## src/rtl/csa_tree_pkg.sv

```systemverilog
package csa_tree_pkg;

   localparam int MAX_OPS = 64;

   // number of 3:2 rows needed to bring vec_cnt vectors down to two
   function automatic int rows_for(input int vec_cnt);
      return (vec_cnt > 2) ? vec_cnt - 2 : 0;
   endfunction

   // total vector slots: inputs plus two outputs per row
   function automatic int slots_for(input int vec_cnt);
      return vec_cnt + 2 * rows_for(vec_cnt);
   endfunction

endpackage

```

## src/rtl/csa_operand_ext.sv

```systemverilog
module csa_operand_ext #(
   parameter int SLOT_W = 8,
   parameter int ACT_W  = 8,
   parameter int OUT_W  = 10
) (
   input  logic [SLOT_W-1:0] raw_i,
   input  logic              sgn_i,
   input  logic              inv_i,
   output logic [OUT_W-1:0]  vec_o
);

   logic [OUT_W-1:0] widened;
   logic             fill_bit;

   assign fill_bit = sgn_i & raw_i[ACT_W-1];

   for (genvar b = 0; b < OUT_W; b++) begin : g_bit
      if (b < ACT_W) begin : g_data
         assign widened[b] = raw_i[b];
      end else begin : g_fill
         assign widened[b] = fill_bit;
      end
   end

   if (ACT_W < SLOT_W) begin : g_narrow
      logic [SLOT_W-ACT_W-1:0] raw_hi_unused;
      assign raw_hi_unused = raw_i[SLOT_W-1:ACT_W];
   end

   assign vec_o = inv_i ? ~widened : widened;

endmodule

```

## src/rtl/csa_compress_row.sv

```systemverilog
module csa_compress_row #(
   parameter int W = 10
) (
   input  logic [W-1:0] a_i,
   input  logic [W-1:0] b_i,
   input  logic [W-1:0] c_i,
   output logic [W-1:0] sum_o,
   output logic [W-1:0] cry_o
);

   logic [W-1:0] maj;
   logic         maj_top_unused;

   assign sum_o          = a_i ^ b_i ^ c_i;
   assign maj            = (a_i & b_i) | (a_i & c_i) | (b_i & c_i);
   assign cry_o          = {maj[W-2:0], 1'b0};
   assign maj_top_unused = maj[W-1];

endmodule

```

## src/rtl/csa_cpa.sv

```systemverilog
module csa_cpa #(
   parameter int W = 10
) (
   input  logic [W-1:0] x_i,
   input  logic [W-1:0] y_i,
   output logic [W-1:0] s_o
);

   assign s_o = x_i + y_i;

endmodule

```

## src/rtl/csa_tree_adder.sv

```systemverilog
module csa_tree_adder
   import csa_tree_pkg::*;
#(
   parameter int          N_OPS      = 6,
   parameter int          SLOT_W     = 8,
   parameter int          OUT_W      = 10,
   parameter bit          SUB_EN     = 1'b1,
   parameter int          NARROW_W   = 4,
   parameter logic [63:0] NARROW_SEL = 64'h20
) (
   input  logic [N_OPS-1:0][SLOT_W-1:0] ops_i,
   input  logic [N_OPS-1:0]             sub_i,
   input  logic [N_OPS-1:0]             sgn_i,
   output logic [OUT_W-1:0]             sum_o
);

   localparam int NVEC  = N_OPS + (SUB_EN ? 1 : 0);
   localparam int NROWS = rows_for(NVEC);
   localparam int NALL  = slots_for(NVEC);

   // elaboration-time parameter checks
   if (N_OPS < 2 || N_OPS > MAX_OPS) begin : g_bad_nops
      $error("csa_tree_adder: N_OPS out of range");
   end
   if (OUT_W < 2 || SLOT_W > OUT_W) begin : g_bad_width
      $error("csa_tree_adder: SLOT_W must not exceed OUT_W, OUT_W >= 2");
   end
   if (NARROW_W < 1 || NARROW_W > SLOT_W) begin : g_bad_narrow
      $error("csa_tree_adder: NARROW_W must lie in 1..SLOT_W");
   end

   logic [OUT_W-1:0] vecs [NALL];

   // operand widening and inversion
   for (genvar k = 0; k < N_OPS; k++) begin : g_op
      localparam int AW = NARROW_SEL[k] ? NARROW_W : SLOT_W;
      logic inv;
      assign inv = SUB_EN ? sub_i[k] : 1'b0;
      csa_operand_ext #(
         .SLOT_W (SLOT_W),
         .ACT_W  (AW),
         .OUT_W  (OUT_W)
      ) u_ext (
         .raw_i (ops_i[k]),
         .sgn_i (sgn_i[k]),
         .inv_i (inv),
         .vec_o (vecs[k])
      );
   end

   // one correction word holds every +1 owed by inverted operands
   if (SUB_EN) begin : g_corr
      assign vecs[N_OPS] = OUT_W'($countones(sub_i));
   end

   // queue-ordered rows: row r eats slots 3r..3r+2, writes NVEC+2r, NVEC+2r+1
   for (genvar r = 0; r < NROWS; r++) begin : g_row
      csa_compress_row #(
         .W (OUT_W)
      ) u_row (
         .a_i   (vecs[3*r]),
         .b_i   (vecs[3*r+1]),
         .c_i   (vecs[3*r+2]),
         .sum_o (vecs[NVEC+2*r]),
         .cry_o (vecs[NVEC+2*r+1])
      );
   end

   csa_cpa #(
      .W (OUT_W)
   ) u_cpa (
      .x_i (vecs[NALL-2]),
      .y_i (vecs[NALL-1]),
      .s_o (sum_o)
   );

endmodule

```

## config.mk

```make
export PLATFORM = sky130hd
export DESIGN_NAME = csa_tree_adder
export DESIGN_NICKNAME = d
export VERILOG_FILES = /design/src/rtl/csa_tree_pkg.sv /design/src/rtl/csa_operand_ext.sv /design/src/rtl/csa_compress_row.sv /design/src/rtl/csa_cpa.sv /design/src/rtl/csa_tree_adder.sv
export SDC_FILE = /design/constraint.sdc
export NUM_CORES = 1
export LEC_CHECK = 0
export BUFFER_PORTS_ARGS = -buffer_cell sky130_fd_sc_hd__buf_2
export CAP_MARGIN = 20
export CORE_AREA = 8 8 72 74
export DETAILED_ROUTE_END_ITERATION = 8
export DIE_AREA = 0 0 80 82
export GPL_ROUTABILITY_DRIVEN = 0
export PLACE_DENSITY_LB_ADDON = 0.25
export SLEW_MARGIN = 20
export SYNTH_ARGS = -nofsm -noshare
export SYNTH_HDL_FRONTEND = slang
export SYNTH_HIERARCHICAL = 1
export SYNTH_SLANG_ARGS = --single-unit
```

## constraint.sdc

```tcl
create_clock -name vclk -period 21
set_clock_uncertainty 0.15 [all_clocks]
set_input_delay 4.2 -clock vclk [all_inputs]
set_output_delay 4.2 -clock vclk [all_outputs]
set_load 0.01 [all_outputs]
```

==> results of run 1 <==
==> worst paths after layout <==
check / slack, ns / to / cells past startpoint
worst max-delay path: 7.66 / sum_o[9] / 17
worst min-delay path: 9.38 / sum_o[0] / 7
==> layer usage <==
metal / part of all wire / GRT usage / up-vias
met5: 0 / 0 / -
met4: 0.0058 / 0.00727 / 0
met3: 0.063 / 0.0142 / 2
met2: 0.56 / 0.252 / 38
met1: 0.38 / 0.170 / 670
li1: - / - / 667
==> cells in the final DEF, fill, tap and decap left out <==
| master | synthesis | final |
|---|---|---|
| buf_2 | 0 | 66 |
| fa_1 | 49 | 49 |
| xor2_1 | 46 | 46 |
| xnor2_1 | 13 | 13 |
| conb_1 | 6 | 12 |
| inv_1 | 10 | 10 |
| ha_1 | 10 | 10 |
| nand2_1 | 8 | 8 |
| xor3_1 | 5 | 5 |
| nor2_1 | 5 | 5 |
| nand3_1 | 4 | 4 |
| a21o_1 | 3 | 3 |
| a21oi_2 | 2 | 2 |
| o2111ai_2 | 1 | 1 |
| a41o_1 | 1 | 1 |
| nor2b_4 | 1 | 1 |
| o2111ai_1 | 1 | 1 |
| nor3_1 | 1 | 1 |
| o41ai_2 | 1 | 1 |
| a21oi_1 | 1 | 1 |
| o21a_1 | 1 | 1 |
| and2b_2 | 1 | 1 |
==> cells by family after synthesis <==
group,count (synthesis),share of synthesized area
AO/OA/AOI/OAI,11,0.0470
XOR/XNOR,64,0.291
adder cells (fa/ha/maj),59,0.507
buffers and inverters,31,0.0998
other,6,0.0103
AND/OR/NAND/NOR,20,0.0442
==> through the flow <==
stage               instances  cell area [µm²]   util  setup slack, ns
finish                    294             2420  0.584             7.66
global route              294             2420  0.584             7.41
CTS                       294             2420  0.584             7.60
detailed placement        294             2420  0.584             7.61
global placement          294             2420  0.584             7.71
floorplan                 197             2200      -             8.20
==> layout make-up <==
cell class / count / area, µm²
tap: 52 / 65.1
fill: 390 / 1730
inverter: 10 / 37.5
timing repair buffer: 66 / 330
multi-input combinational: 166 / 1990
==> results_dict.tcl, run 1 <==
set metrics [dict create \
    status "finished clean" \
    crit_arrival_ns 8.99 \
    max_cap_viol_count 0 \
    num_antenna_cells 0 \
    core-area_um2 4140 \
    cts_hold_buf 0 \
    crit_chain "buf_2 -> fa_1 -> inv_1 -> fa_1 -> inv_1 -> ha_1 -> fa_1 -> fa_1 -> fa_1 -> fa_1 -> ha_1 -> nand3_1 -> o2111ai_2 -> a41o_1 -> a21oi_2 -> xnor2_1 -> buf_2" \
    chipWidth_um 80 \
    start_util 0.526 \
    hold_class "input pin to primary output" \
    yosys.cell_count.top_type "fa_1" \
    synthesis.area_um2 2180 \
    critPathMaxStageDelay_ns 0.59 \
    setup_viol 0 \
    rows 24 \
    final_max_slew_viol_count 0 \
    n_sequential_cell 0 \
    post-cts-setup-buffers 0 \
    antenna_found_initial 0 \
    cp-start-kind "input pin" \
    max_slew_margin 0.420 \
    ant_nets 0 \
    fmax_mhz 74.9 \
    synth_top_cells_by_count "49 x fa_1, 46 x xor2_1, 15 x buf_4" \
    via_per_inst 4.68 \
    grt_use_total 0.135 \
    drive_above_1_share 0.298 \
    drt_pass1_iterations 4 \
    grt_overflow 0 \
    grt_pass1_wl_um 7230 \
    cp-startpoint "sub_i[0]" \
    yosysSeqAreaShare 0 \
    hpwlAfterDp_um 3900 \
    yosys.area.top_type "fa_1" \
    io_buffers 66 \
    slowest_stage "fa_1" \
    timing.final.crit_share 0.635 \
    grt_max_degree 11 \
    routed_wl_um 4140 \
    fin_nets 363 \
    ys.warnings.count 6 \
    num_io_pins 70 \
    drtIter0Drc 42 \
    cp_top_family "adder cells" \
    rsz0062_at_grt "false" \
    yosysUniqueCellTypes 23 \
    end_kind "primary output" \
    hold_slack_ns 9.38 \
    via_count 1377 \
    drcViolationCount 0 \
    worstMarginPinSlew_ns 0.864 \
    crit_type "input pin to primary output" \
    syn_inst 191 \
    register_area_um2 0 \
    synth_area_leaders "fa_1 45%, xor2_1 18%, ha_1 5.7%, xor3_1 5.5%, xnor2_1 5.2%" \
    yosys.area.top_type_share 0.450 \
    grt_pass1_vias 1601 \
    die_area_um2 6560 \
    finalHoldViolations 0 \
    syn_area_per_cell_um2 11.4 \
    crit_buf_inv 4 \
    crit_path_frequent_cell "fa_1" \
    wl_per_cell_um 14.1 \
    required_ns 16.65 \
    area_delta_synth_final_pct 10.9 \
    hold_start "ops_i[24]" \
    clkbuf_count 0 \
    critPathMaxFanout 10 \
    ctsResizeCount 0 \
    period_minus_slack_ns 13.34 \
    finalSetupTns_ns 0 \
    fp.dieH_um 82 \
]
Power of run 1 is left out: the tool's default activity adds up to more than one toggle a clock period on the data nets, which glitch-free logic cannot reach.
==> run 2: changes to the inputs <==
--- a/config.mk
+++ b/config.mk
@@ -5,11 +5,12 @@
 export SDC_FILE = /design/constraint.sdc
 export NUM_CORES = 1
 export LEC_CHECK = 0
+export ABC_AREA = 1
 export BUFFER_PORTS_ARGS = -buffer_cell sky130_fd_sc_hd__buf_2
 export CAP_MARGIN = 20
-export CORE_AREA = 8 8 72 74
+export CORE_AREA = 8 8 79 81
 export DETAILED_ROUTE_END_ITERATION = 8
-export DIE_AREA = 0 0 80 82
+export DIE_AREA = 0 0 87 89
 export GPL_ROUTABILITY_DRIVEN = 0
 export PLACE_DENSITY_LB_ADDON = 0.25
 export SLEW_MARGIN = 20
==> constraint.sdc (replaced) <==
create_clock -name vclk -period 12.8
set_clock_uncertainty 0.15 [all_clocks]
set_input_delay 2.56 -clock vclk [all_inputs]
set_output_delay 2.56 -clock vclk [all_outputs]
set_load 0.01 [all_outputs]
==> run 2 against run 1 <==
Against the previous run: flip-flop and latch count unchanged; final area increased by 21%; critical path depth increased by 3; clock-buffer cell count unchanged; global-route usage increased by 2.9 points; non-clock buffer count unchanged; highest routed layer unchanged.
==> results_dict.tcl, run 2 <==
set metrics [dict create \
    num_io_pins 70 \
    slowest_stage "fa_1" \
    num_antenna_cells 0 \
    layout_common_cells "209 x nand2_1, 80 x inv_1, 66 x buf_2" \
    grt_pass1_vias 2606 \
    grt_use_total 0.163 \
    timing.final.crit_share 0.755 \
    muxShareOfSynthArea 0 \
    io_buffers 66 \
    hold_class "input pin to primary output" \
    nFillCells 499 \
    critPathMaxFanout 11 \
    grt_max_degree 12 \
    die_area_um2 7740 \
    fin_nets 590 \
    fmax_mhz 103 \
    finalSetupTns_ns 0 \
    finalNonFillerCells 539 \
    cts_hold_buf 0 \
    yosys.cell_count.top_type "nand2_1" \
    synth_xor_area_frac 0.0166 \
    yosys.area.top_type "fa_1" \
    synth_area_leaders "fa_1 37%, nand2_1 30%, inv_1 11%, ha_1 4.7%, buf_4 4.3%" \
    end_kind "primary output" \
    ys.warnings.count 6 \
    clkbuf_count 0 \
    hpwlAfterDp_um 5290 \
    fp.dieH_um 89 \
    leakagePower_uw 0.00188 \
    crit_arrival_ns 6.96 \
    finalHoldViolations 0 \
    syn_inst 416 \
    start_util 0.531 \
    ctsResizeCount 0 \
    ant_nets 0 \
    grt_overflow 0 \
    post-cts-setup-buffers 0 \
    status "finished clean" \
    dp.cells 539 \
    drive_above_1_share 0.173 \
    period_minus_slack_ns 9.67 \
    synthesis.area_um2 2640 \
    n_sequential_cell 0 \
    crit_buf_inv 5 \
    routed_wl_um 5740 \
    layout_commonest_cell "nand2_1" \
    synth-adder-area-share 0.419 \
    rsz0062_at_grt "false" \
    grt_pass1_wl_um 10500 \
    synth_compound_area_frac 0.0137 \
    synth-simple-area-share 0.356 \
    critPathMaxStageDelay_ns 0.58 \
    yosysSeqAreaShare 0 \
    setup_viol 0 \
    core-area_um2 4980 \
    rows 26 \
    wl_per_cell_um 10.6 \
    register_area_um2 0 \
    multi_input_area_um2 2180 \
    syn_area_per_cell_um2 6.35 \
    via_per_inst 4.48 \
    yosysUniqueCellTypes 18 \
    yosys.area.top_type_share 0.371 \
    p_per_area_nw_per_um2 257 \
    antenna_found_initial 0 \
    max_cap_viol_count 0 \
    drtIter0Drc 72 \
    synth_top_cells_by_count "209 x nand2_1, 80 x inv_1, 49 x fa_1" \
    drcViolationCount 0 \
    drt_pass1_iterations 4 \
    crit_chain "buf_2 -> fa_1 -> inv_1 -> fa_1 -> inv_1 -> ha_1 -> fa_1 -> fa_1 -> fa_1 -> fa_1 -> ha_1 -> nand2_1 -> inv_1 -> nand2_1 -> nand2_1 -> nand2_1 -> nand3_1 -> nand2_1 -> nand2_1 -> buf_2" \
    cp_top_family "adder cells" \
    synth_top_family_by_area "adder cells" \
    cp-start-kind "input pin" \
    chipWidth_um 87 \
    vdd_drop_max_mv 0.204 \
    crit_type "input pin to primary output" \
    required_ns 10.09 \
    final_max_slew_viol_count 0 \
    area_delta_synth_final_pct 10.4 \
    via_count 2416 \
]
==> run 2: cell types whose count changed in the layout (fill, tap and decap cells not counted), moves of 6 or more <==
cell / change
inv_1: +70
inv_2: +6
nand2_1: +201
nand3_1: +7
nand3_2: +7
xnor2_1: -12
xor2_1: -42
==> run 2: path summary, 6_finish.rpt <==
path | from | end | slack (ns) | depth (start not counted)
max | sub_i[0] | sum_o[9] | 3.13 | 20
min | ops_i[40] | sum_o[0] | 5.99 | 8
==> run 2: routing by layer <==
layer,share of wire,vias up,track usage
met5,0,-,0
met4,0.0059,0,0.00939
met3,0.048,4,0.0147
met2,0.54,41,0.339
met1,0.41,1101,0.180
li1,-,1270,-
==> run 2: kinds of logic after synthesis <==
| kind of cell | Yosys count |
|---|---|
| fa+ha+maj | 59 |
| other cells | 6 |
| xor+xnor | 5 |
| buf+inv | 106 |
| compound gates | 6 |
| simple gates | 234 |
==> run 2: where the power goes <==
group	switching, µW	leakage (µW)	internal, µW
combinational	433	0.00188	316
sequential	0	0	0
clock	0	0	0
total	433	0.00188	316
==> run 2: through the flow <==
| step | worst slack (ns) | area, µm² | hold WS [ns] | power, µW | utilization |
|---|---|---|---|---|---|
| after floorplan | 3.62 | 2670 | 5.76 | 554 | - |
| after global routing | 2.90 | 2920 | 6.09 | 870 | 0.586 |
| after detailed placement | 3.13 | 2920 | 5.99 | 760 | 0.586 |
| final | 3.13 | 2920 | 5.99 | 748 | 0.586 |
| after global placement | 3.17 | 2920 | 6.00 | 743 | 0.586 |
| after CTS | 3.12 | 2920 | 6.01 | 763 | 0.586 |
==> run 2: area by class of cell <==
| type | instances | share of cell area |
|---|---|---|
| multi-input cells | 317 | 0.746 |
| well taps | 70 | 0.0300 |
| repair buffers | 66 | 0.113 |
| inverters | 86 | 0.111 |
==> run 2: tightest hold or removal path: stages <==
cell	delay [ns]
buf_2	0.09
nand2_1	0.04
nand2_1	0.08
fa_1	0.20
fa_1	0.21
fa_1	0.17
ha_1	0.12
buf_2	0.12
(Power assumes the default switching activity.)
==> run 3: changes to the inputs <==
--- a/config.mk
+++ b/config.mk
@@ -8,9 +8,9 @@
 export ABC_AREA = 1
 export BUFFER_PORTS_ARGS = -buffer_cell sky130_fd_sc_hd__buf_2
 export CAP_MARGIN = 20
-export CORE_AREA = 8 8 79 81
+export CORE_AREA = 8 8 81 83
 export DETAILED_ROUTE_END_ITERATION = 8
-export DIE_AREA = 0 0 87 89
+export DIE_AREA = 0 0 89 91
 export GPL_ROUTABILITY_DRIVEN = 0
 export PLACE_DENSITY_LB_ADDON = 0.25
 export SLEW_MARGIN = 20
==> constraint.sdc (replaced) <==
create_clock -name vclk -period 8.4
set_clock_uncertainty 0.15 [all_clocks]
set_input_delay 1.68 -clock vclk [all_inputs]
set_output_delay 1.68 -clock vclk [all_outputs]
set_load 0.01 [all_outputs]
==> run 3 against run 2 <==
Against the previous run: highest routed layer unchanged; critical path type unchanged; sequential share of layout area is the same; critical path depth unchanged; non-clock buffer count unchanged; final cell count increased by 0.37%; global-route usage decreased by 1.2 points; hold slack worse by 1.8 ns; first-iteration DRC count down 4.2%; setup slack lost 2.7 ns.
==> results_dict.tcl, run 3 (synthesis gave the netlist of run 2 again) <==
set metrics [dict create \
    rows 27 \
    clkbuf_count 0 \
    critPathMaxFanout 11 \
    drtIter0Drc 69 \
    cts_hold_buf 0 \
    leakagePower_uw 0.00188 \
    p_per_area_nw_per_um2 392 \
    grt_overflow 0 \
    grt_pass1_wl_um 10400 \
    required_ns 6.57 \
    final_max_slew_viol_count 0 \
    drcViolationCount 0 \
    vdd_drop_max_mv 0.254 \
    post-cts-setup-buffers 0 \
    finalHoldViolations 0 \
    register_area_um2 0 \
    io_buffers 66 \
    nFillCells 589 \
    drt_pass1_iterations 4 \
    wl_per_cell_um 10.5 \
    max_cap_viol_count 0 \
    grt_pass1_vias 2529 \
    setup_viol 0 \
    timing.final.crit_share 0.947 \
    multi_input_area_um2 2180 \
    fp.dieH_um 91 \
    n_sequential_cell 0 \
    fin_nets 590 \
    end_kind "primary output" \
    drive_above_1_share 0.173 \
    rsz0062_at_grt "false" \
    layout_commonest_cell "nand2_1" \
    crit_type "input pin to primary output" \
    core-area_um2 5340 \
    die_area_um2 8100 \
    finalSetupTns_ns 0 \
    post-place-ws_ns 0.427 \
    ctsResizeCount 0 \
    fin_util 0.547 \
    routed_wl_um 5660 \
    via_per_inst 4.48 \
    num_antenna_cells 0 \
    fin_ws_ns 0.443 \
    ant_nets 0 \
    fmax_mhz 126 \
    layout_common_cells "209 x nand2_1, 80 x inv_1, 66 x buf_2" \
    grt_use_total 0.151 \
    hold_class "input pin to primary output" \
    hpwlAfterDp_um 5170 \
    grt_max_degree 12 \
    antenna_found_initial 0 \
    status "finished clean" \
    cp-start-kind "input pin" \
    period_minus_slack_ns 7.96 \
    area_delta_synth_final_pct 10.5 \
    via_count 2424 \
    start_util 0.495 \
    crit_arrival_ns 6.13 \
    chipWidth_um 89 \
    num_io_pins 70 \
]
-- run 3: per-layer routing --
metal / vias to the layer above / GRT usage / wire (µm)
li1: 1271 / - / -
met1: 1103 / 0.181 / 2270
met2: 46 / 0.292 / 3000
met3: 4 / 0.00721 / 327
met4: 0 / 0.0139 / 65
met5: - / 0 / 0
-- run 3: path summary, 6_finish.rpt --
path / depth (start not counted) / slack, ns / end / start
worst max-delay path: 20 / 0.44 / sum_o[9] / sub_i[0]
worst min-delay path: 8 / 4.24 / sum_o[0] / ops_i[32]
-- run 3: through the flow --
| stage | hold WS [ns] | cells | total power [µW] | cell area (µm²) |
|---|---|---|---|---|
| final | 4.24 | 541 | 1140 | 2920 |
| after global routing | 4.36 | 541 | 1330 | 2920 |
| after CTS | 4.26 | 541 | 1170 | 2920 |
| after detailed placement | 4.25 | 541 | 1160 | 2920 |
| after global placement | 4.24 | 541 | 1140 | 2920 |
| after floorplan | 4.00 | 423 | 844 | 2670 |
-- run 3: critical path: stages --
cell and delay (ns):
buf_2 0.18, fa_1 0.54, inv_1 0.05, fa_1 0.47, inv_1 0.04, ha_1 0.20, fa_1 0.46, fa_1 0.61
fa_1 0.45, fa_1 0.41, ha_1 0.35, nand2_1 0.13, inv_1 0.06, nand2_1 0.06, nand2_1 0.05, nand2_1 0.08
nand3_1 0.07, nand2_1 0.06, nand2_1 0.04, buf_2 0.13
-- run 3: cell type report --
class                           instances  share of cell area
Multi-Input combinational cell        317               0.745
Timing Repair Buffer                   66               0.113
Inverter                               86               0.111
Tap cell                               72              0.0309
-- run 3: power by group --
| group | total (µW) | internal [µW] | switching (µW) |
|---|---|---|---|
| combinational | 1140 | 482 | 662 |
| sequential | 0 | 0 | 0 |
| clock | 0 | 0 | 0 |
| total | 1140 | 482 | 662 |
